**src/rtl/i2c_seq_pkg.sv**
```systemverilog
package i2c_seq_pkg;
   typedef enum logic [2:0] {
      OP_NONE   = 3'd0,
      OP_START  = 3'd1,
      OP_RSTART = 3'd2,
      OP_STOP   = 3'd3,
      OP_WRITE  = 3'd4,
      OP_READ   = 3'd5
   } bus_op_e;

   typedef enum logic [1:0] {
      PLAN_DATA,
      PLAN_START,
      PLAN_RSTART,
      PLAN_STOP_START
   } cond_plan_e;

   typedef enum logic [1:0] {
      DIR_NONE,
      DIR_WR,
      DIR_RD
   } prev_dir_e;

   typedef enum logic [2:0] {
      ST_IDLE,
      ST_PRE_STOP,
      ST_START,
      ST_RSTART,
      ST_DATA,
      ST_POST_STOP
   } seq_state_e;
endpackage

```
**src/rtl/seq_cmd_fifo.sv**
```systemverilog
module seq_cmd_fifo #(
   parameter int WIDTH = 11,
   parameter int DEPTH = 4
) (
   input  logic             clk,
   input  logic             rst_n,
   input  logic             push,
   input  logic [WIDTH-1:0] din,
   input  logic             pop,
   input  logic             flush,
   output logic [WIDTH-1:0] dout,
   output logic             empty,
   output logic             full
);
   localparam int AW = (DEPTH > 1) ? $clog2(DEPTH) : 1;
   localparam int CW = $clog2(DEPTH + 1);
   localparam logic [AW-1:0] LAST = AW'(DEPTH - 1);
   localparam logic [CW-1:0] FULL_CNT = CW'(DEPTH);

   if (DEPTH < 2) begin : g_depth_check
      $error("seq_cmd_fifo: DEPTH must be at least 2");
   end
   if (WIDTH < 4) begin : g_width_check
      $error("seq_cmd_fifo: WIDTH too small for a command word");
   end

   logic [WIDTH-1:0] mem [DEPTH];
   logic [AW-1:0]    rd_ptr, wr_ptr;
   logic [CW-1:0]    count;
   logic             do_push, do_pop;

   assign empty   = (count == '0);
   assign full    = (count == FULL_CNT);
   assign do_push = push && !full && !flush;
   assign do_pop  = pop && !empty && !flush;
   assign dout    = mem[rd_ptr];

   always_ff @(posedge clk) begin
      if (do_push) mem[wr_ptr] <= din;
   end

   always_ff @(posedge clk or negedge rst_n) begin
      if (!rst_n) begin
         rd_ptr <= '0;
         wr_ptr <= '0;
         count  <= '0;
      end else if (flush) begin
         rd_ptr <= '0;
         wr_ptr <= '0;
         count  <= '0;
      end else begin
         if (do_push) wr_ptr <= (wr_ptr == LAST) ? '0 : wr_ptr + 1'b1;
         if (do_pop)  rd_ptr <= (rd_ptr == LAST) ? '0 : rd_ptr + 1'b1;
         case ({do_push, do_pop})
            2'b10:   count <= count + 1'b1;
            2'b01:   count <= count - 1'b1;
            default: count <= count;
         endcase
      end
   end

   // occupancy never exceeds the configured depth
   assert_count_bound_R10: assert property (@(posedge clk) disable iff (!rst_n)
      count <= FULL_CNT);
endmodule

```
**src/rtl/seq_cond_select.sv**
```systemverilog
module seq_cond_select
   import i2c_seq_pkg::*;
(
   input  logic       bus_owned,
   input  prev_dir_e  prev_dir,
   input  logic       head_is_read,
   input  logic       head_restart,
   input  logic       restart_en,
   output cond_plan_e plan
);
   prev_dir_e head_dir;
   logic      need_restart;

   assign head_dir     = head_is_read ? DIR_RD : DIR_WR;
   assign need_restart = head_restart || ((prev_dir != DIR_NONE) && (prev_dir != head_dir));

   always_comb begin
      if (!bus_owned)        plan = PLAN_START;
      else if (!need_restart) plan = PLAN_DATA;
      else if (restart_en)   plan = PLAN_RSTART;
      else                   plan = PLAN_STOP_START;
   end
endmodule

```
**src/rtl/i2c_cmd_sequencer.sv**
```systemverilog
module i2c_cmd_sequencer
   import i2c_seq_pkg::*;
#(
   parameter int DATA_W = 8,
   parameter int DEPTH  = 4
) (
   input  logic              clk,
   input  logic              rst_n,
   input  logic              cmd_wr_en,
   input  logic [DATA_W+2:0] cmd_wr_data,
   output logic              cmd_full,
   input  logic              cfg_restart_en,
   input  logic              cfg_special_en,
   input  logic              gcall_active,
   input  logic              slv_rd_req,
   output logic              job_req,
   output logic [2:0]        job_op,
   output logic [DATA_W-1:0] job_data,
   input  logic              job_done,
   output logic              hold_scl_low,
   output logic              tx_abort
);
   localparam int CMD_W    = DATA_W + 3;
   localparam int DIR_BIT  = DATA_W;
   localparam int STOP_BIT = DATA_W + 1;
   localparam int RS_BIT   = DATA_W + 2;

   if (DATA_W < 1) begin : g_data_check
      $error("i2c_cmd_sequencer: DATA_W must be positive");
   end

   logic [CMD_W-1:0] head;
   logic             q_empty, q_pop, q_flush;
   logic             head_rd, head_stop, head_rs;
   logic             abort_now;
   logic             bus_owned;
   prev_dir_e        prev_dir;
   seq_state_e       state, state_nx;
   cond_plan_e       plan;

   seq_cmd_fifo #(.WIDTH(CMD_W), .DEPTH(DEPTH)) u_fifo (
      .clk   (clk),
      .rst_n (rst_n),
      .push  (cmd_wr_en),
      .din   (cmd_wr_data),
      .pop   (q_pop),
      .flush (q_flush),
      .dout  (head),
      .empty (q_empty),
      .full  (cmd_full)
   );

   assign head_rd   = head[DIR_BIT];
   assign head_stop = head[STOP_BIT];
   assign head_rs   = head[RS_BIT];

   seq_cond_select u_cond (
      .bus_owned    (bus_owned),
      .prev_dir     (prev_dir),
      .head_is_read (head_rd),
      .head_restart (head_rs),
      .restart_en   (cfg_restart_en),
      .plan         (plan)
   );

   // Refusal of a read at the head of the queue
   assign abort_now = (state == ST_IDLE) && !q_empty && head_rd &&
                      (slv_rd_req || (gcall_active && cfg_special_en));
   assign q_flush   = abort_now;
   assign q_pop     = (state == ST_DATA) && job_done;

   always_comb begin
      state_nx = state;
      case (state)
         ST_IDLE: begin
            if (!q_empty) begin
               if (abort_now) state_nx = bus_owned ? ST_POST_STOP : ST_IDLE;
               else begin
                  case (plan)
                     PLAN_START:      state_nx = ST_START;
                     PLAN_RSTART:     state_nx = ST_RSTART;
                     PLAN_STOP_START: state_nx = ST_PRE_STOP;
                     default:         state_nx = ST_DATA;
                  endcase
               end
            end
         end
         ST_PRE_STOP:  if (job_done) state_nx = ST_START;
         ST_START:     if (job_done) state_nx = ST_DATA;
         ST_RSTART:    if (job_done) state_nx = ST_DATA;
         ST_DATA:      if (job_done) state_nx = head_stop ? ST_POST_STOP : ST_IDLE;
         ST_POST_STOP: if (job_done) state_nx = ST_IDLE;
         default:      state_nx = ST_IDLE;
      endcase
   end

   always_ff @(posedge clk or negedge rst_n) begin
      if (!rst_n) begin
         state     <= ST_IDLE;
         bus_owned <= 1'b0;
         prev_dir  <= DIR_NONE;
         tx_abort  <= 1'b0;
      end else begin
         state    <= state_nx;
         tx_abort <= abort_now;
         if (state == ST_DATA && job_done) begin
            bus_owned <= 1'b1;
            prev_dir  <= head_rd ? DIR_RD : DIR_WR;
         end else if ((state == ST_POST_STOP || state == ST_PRE_STOP) && job_done) begin
            bus_owned <= 1'b0;
            prev_dir  <= DIR_NONE;
         end
      end
   end

   always_comb begin
      job_req  = (state != ST_IDLE);
      job_data = '0;
      case (state)
         ST_PRE_STOP, ST_POST_STOP: job_op = OP_STOP;
         ST_START:  job_op = OP_START;
         ST_RSTART: job_op = OP_RSTART;
         ST_DATA: begin
            job_op = head_rd ? OP_READ : OP_WRITE;
            if (!head_rd) job_data = head[DATA_W-1:0];
         end
         default:   job_op = OP_NONE;
      endcase
   end

   assign hold_scl_low = (state == ST_IDLE) && bus_owned && q_empty;

   // a pending job does not change until the engine completes it
   assert_job_stable_R1: assert property (@(posedge clk) disable iff (!rst_n)
      (job_req && !job_done) |=> (job_req && $stable(job_op) && $stable(job_data)));

   // read jobs never carry data
   assert_read_no_data_R3: assert property (@(posedge clk) disable iff (!rst_n)
      (job_req && job_op == OP_READ) |-> (job_data == '0));

   // stalling and requesting a job are exclusive
   assert_hold_quiet_R9: assert property (@(posedge clk) disable iff (!rst_n)
      hold_scl_low |-> !job_req);

   // an abort leaves the queue empty
   assert_abort_flush_R11: assert property (@(posedge clk) disable iff (!rst_n)
      tx_abort |-> q_empty);

   // abort indication is a single-cycle pulse
   assert_abort_pulse_R13: assert property (@(posedge clk) disable iff (!rst_n)
      tx_abort |=> !tx_abort);
endmodule

```
**config.mk**
```make
export PLATFORM = sky130hd
export DESIGN_NAME = i2c_cmd_sequencer
export DESIGN_NICKNAME = d
export VERILOG_FILES = /design/src/rtl/i2c_seq_pkg.sv /design/src/rtl/seq_cmd_fifo.sv /design/src/rtl/seq_cond_select.sv /design/src/rtl/i2c_cmd_sequencer.sv
export SDC_FILE = /design/constraint.sdc
export NUM_CORES = 1
export LEC_CHECK = 0
export CAP_MARGIN = 20
export CORE_MARGIN = 5
export CORE_UTILIZATION = 25
export DETAILED_ROUTE_END_ITERATION = 8
export GPL_TIMING_DRIVEN = 0
export SLEW_MARGIN = 15
export SYNTH_ARGS = -nofsm -noshare
export SYNTH_HDL_FRONTEND = slang
export SYNTH_SLANG_ARGS = --single-unit
export TNS_END_PERCENT = 100
```
**constraint.sdc**
```tcl
create_clock -name clk -period 5.03 [get_ports clk]
set_clock_uncertainty 0.05 [all_clocks]
set_input_delay 1.006 -clock clk [delete_from_list [all_inputs] [get_ports clk]]
set_output_delay 1.006 -clock clk [all_outputs]
set_load 0.03 [all_outputs]
```
# After elaboration in Yosys (flattened, before gate mapping)
# Memories as Yosys holds them, arrays and structs flattened.
# Cells that the tools add are included.
# word_totals
inputBits	19
word_cells	93
mem_count	1
regBits	14
ram_bits	44
# mem_list
name	words	word_bits	read_ports	rd_clocked_by_memory_dff	write_ports	line	source
u_fifo.mem	4	11	1	0	1	seq_cmd_fifo.sv:27	logic [WIDTH-1:0] mem [DEPTH];
# op_classes
add_sub_neg	4
n_eq_ne	19
reduce_logical	30
muxes	32
# op_table
cell	count
$mux W3	9
$mux W2	11
$mux W8	2
$pmux W3 S5	1
$logic_and A1 B1 Y1	13
$pmux W3 S4	1
$eq A2 B2 Y1 const B	5
$eq A3 B3 Y1 const B	3
$pmux W3 S3	1
$ne A2 B2 Y1 const B	4
$reduce_bool A2 Y1	4
$eq A3 B2 Y1 const B	2
$logic_not A3 Y1	2
$mux W1	6
$pmux W3 S2	1
$reduce_bool A3 Y1	2
$reduce_and A5 Y1	1
$add A2 B1 Y2 const B	2
$eq A2 B1 Y1 const B	2
$reduce_or A2 Y1	2
$add A3 B1 Y3 const B	1
$eq A3 B1 Y1 const B	1
$logic_not A1 Y1	3
$logic_or A1 B1 Y1	3
3 further kinds	3

# Depth between registers and ports, before layout
# An unclocked memory read counts as a cell.
# logic_depth
word_depth	12
mapped_depth	7
ltp_nobuf	7

# Cells and area by module
# Synthesis repeated with hierarchy kept, for this count alone.
# hier_totals
hier_cells	199
area_unflattened_um2	2745.1
# modules_own_cells
module	n_inst	area_per_inst_um2	cells_per_inst
seq_cmd_fifo	1	2154.6	123
i2c_cmd_sequencer	1	556.8	71
seq_cond_select	1	33.8	5

# Worst setup path before layout
# Ideal clock, no wire load.
# synth_path
kind	reg2out
start	register state[1]
end	output job_data[0]
t_required_ns	3.974
t_arrival_ns	1.598
path_slack_ns	2.376
path_stages_with_launch	4
cell_sequence	dfrtp_1 buf_2 nor3b_2 and3_1
# synth_via
elab_chain_cells	2
# synth_lines
element	line	source
start, declared	i2c_cmd_sequencer.sv:38	seq_state_e state, state_nx;
start signal, assigned	i2c_cmd_sequencer.sv:104	state <= state_nx;
$eq A3 B3 Y1	i2c_cmd_sequencer.sv:119	case (state)
$mux W8	i2c_cmd_sequencer.sv:119	
end, declared	i2c_cmd_sequencer.sv:18	output logic [DATA_W-1:0] job_data,
# Every way passes these cells.

# Worst setup path after layout
# layout_path
start	register u_fifo.rd_ptr[0]
end	output job_data[4]
# layout_via
elab_chain_cells	3
# layout_lines
element	line	source
start, declared	seq_cmd_fifo.sv:28	logic [AW-1:0] rd_ptr, wr_ptr;
start signal, assigned	seq_cmd_fifo.sv:53	if (do_pop) rd_ptr <= (rd_ptr == LAST) ? '0 : rd_ptr + 1'b1;
$mem_v2 Z4 W11	-	
$mux W8	i2c_cmd_sequencer.sv:125	if (!head_rd) job_data = head[DATA_W-1:0];
$mux W8	i2c_cmd_sequencer.sv:119	
# Every way passes these cells.

==> results.py <==
metrics = {
    "clock_tree": {
        "cts_hold_buf": 0,
        "cts_resized": 0,
        "cts.clk_slew.worst_paths_ns": 0.07,
        "cts_tree": "yes",
        "clockBufferDepth": 2,
        "clock_sinks": 58,
        "clockRootBuffer": "clkbuf_8",
        "cts_setup_buffers": 0,
        "cts_max_level": 3,
        "cts_made_buffers": 9,
        "clock_latency_ns": 0.33,
    },
    "global_routing": {
        "antenna_found_initial": 0,
        "grt_max_degree": 15,
        "grt_pass1_wl_um": 9200,
        "grt_pass1_vias": 1740,
        "grt_overflow": 0,
        "grt_usage": 0.0931,
    },
    "floorplan": {
        "rows": 37,
        "die_h_um": 113,
        "initial_core_util": 0.256,
        "die_w_um": 113,
        "core_area_sq_mm": 0.0104,
        "dieArea_sq_mm": 0.0128,
        "ios": 34,
    },
    "sta": {
        "final.period_utilization": 0.726,
        "fmax_mhz": 274,
        "setup_viol": 0,
        "worstMarginPinSlew_ns": 0.680,
        "period_needed_ns": 3.65,
        "slew_headroom": 0.547,
        "hold_violations": 0,
        "setup_ws_ns": 1.38,
        "tns_ns": 0,
        "whs_ns": 0.450,
        "final_max_slew_viol_count": 0,
        "rsz0062_at_grt": "no",
    },
    "placed_design": {
        "dp.cells": 345,
        "dp_hpwl_um": 3820,
        "gp_congestion": 0.816,
        "io_buffers": 33,
        "dp_slack_ns": 1.68,
        "placed_area_sq_mm": 0.00316,
    },
    "route": {
        "drt_iter0_drc": 96,
        "dr_wl_met3_um": 294,
        "wirelength_met1_um": 2440,
        "totalWireLength_um": 5540,
        "ant_nets": 0,
        "dr_wl_met2_um": 2710,
        "top_layer": "met4",
        "routed_wire_length_per_instance_um": 15.3,
        "num_vias": 1651,
        "route.detailed.drc": 0,
        "route.detailed.vias_per_inst": 4.57,
        "drt_pass1_iterations": 4,
    },
    "critical_path": {
        "crit_path_cell_trace": "mux4_2 -> inv_2 -> and3_1 -> clkdlybuf4s50_1",
        "startpoint_type": "register",
        "critPathTopFamily": "buffers and inverters",
        "max_stage_delay_ns": 0.70,
        "path_buf_inv": 2,
        "critical_path_class": "reg -> out",
        "crit_slowest_cell": "clkdlybuf4s50_1",
        "critPathArrivalTime_ns": 2.59,
        "crit_required_ns": 3.97,
        "cp_max_fo": 10,
        "worst_setup_path_end_kind": "primary output",
    },
    "yosys": {
        "yosysWarnings": 0,
        "synthMostInstantiatedCell": "edfxtp_1",
        "avgSynthCellArea_sq_um": 15.1,
        "syn-num-nets": 202,
        "synth-main-ff-cell": "edfxtp_1",
        "synth.area.top_cells": "edfxtp_1 (50%), dfrtp_1 (13%), mux4_2 (9.3%)",
        "synth_seq_area_share": 0.629,
        "synth_top_area_cell": "edfxtp_1",
        "syn_inst": 176,
        "synth_seq_cells": 58,
        "yosys.area.top_type_share": 0.497,
        "synth_common_cells": "edfxtp_1 (44), dfrtp_1 (14), mux4_2 (11)",
        "synthesis.area_sq_mm": 0.00266,
        "synth_edf_count": 44,
        "async_flop_share": 0.241,
        "synth_cell_types": 49,
    },
    "flow_run": {
        "drv_cap": 0,
    },
    "status": {
        "status": "completed",
    },
    "power_and_ir_drop": {
        "p_leak_nw": 1.22,
        "powerDensity_mw_per_mm2": 557,
        "vdd_drop_max_mv": 0.198,
        "total_power_mw": 1.87,
    },
    "final_layout": {
        "fin_area_sq_mm": 0.00335,
        "diodes": 0,
        "area_delta_synth_final_pct": 26.1,
        "fin_nets": 246,
        "register_area_sq_mm": 0.00167,
        "multiInputGateArea_sq_um": 912,
        "drive_gt1_frac": 0.191,
        "fill_cells": 1049,
        "final_util": 0.323,
        "final_cells": 361,
    },
    "hold_path": {
        "hold_class": "reg -> reg",
    },
}
cell usage in the layout, fill, tap and decap left out, types with 7 or more instances in the layout:
cell type,instances
clkdlybuf4s50_1,33
and3_1,9
mux4_2,11
dfrtp_1,14
nand3_1,8
edfxtp_1,44
clkbuf_8,9
a21oi_1,7
inv_1,8
state kept, by name, indices dropped and copies added (netlist names):
name	cells
u_fifo.wr_ptr	2
u_fifo.mem	44
bus_owned	1
state	3
u_fifo.count	3
tx_abort	1
prev_dir	2
u_fifo.rd_ptr	2
cell families after synthesis:
| family | Yosys count | share of synthesized area |
|---|---|---|
| flip-flops | 58 | 0.629 |
| AND/OR/NAND/NOR | 49 | 0.113 |
| AO/OA/AOI/OAI | 31 | 0.0871 |
| buffers and inverters | 18 | 0.0278 |
| multiplexers | 13 | 0.107 |
| adder cells (fa/ha/maj) | 7 | 0.0358 |
area by class of cell:
cell class,count,share of cell area
repair buffers,33,0.0985
clock buffers,9,0.0370
flip-flops and latches,58,0.499
inverters,11,0.0123
multi-input cells,100,0.272
well taps,136,0.0508
clock inverters,7,0.0209
plain buffers,7,0.00971
routing by layer:
metal,track usage,vias up
li1,-,777
met1,0.116,831
met2,0.148,34
met3,0.0316,9
met4,0.0385,0
met5,0,-
worst paths after layout:
path	startpoint	endpoint	slack (ns)	cells after the start
setup / recovery	u_fifo.rd_ptr[0]$_DFFE_PN0P_	job_data[4]	1.38	4
hold / removal	prev_dir[0]$_DFFE_PN0P_	prev_dir[0]$_DFFE_PN0P_	0.45	1
setup reg to reg	u_fifo.rd_ptr[0]$_DFFE_PN0P_	u_fifo.mem[1][9]$_DFFE_PP_	2.50	5
min in group asynchronous	rst_n	state[2]$_DFFE_PN0P_	1.02	1
max in group asynchronous	rst_n	u_fifo.rd_ptr[0]$_DFFE_PN0P_	3.48	1
hold reg to reg	prev_dir[0]$_DFFE_PN0P_	prev_dir[0]$_DFFE_PN0P_	0.45	1
power by group:
group / switching (mW) / internal, mW
Clock: 0.189 / 0.226
Sequential: 0.0679 / 0.641
Combinational: 0.422 / 0.320
Total: 0.680 / 1.19
No activity file was read; power rests on OpenSTA's default activity.
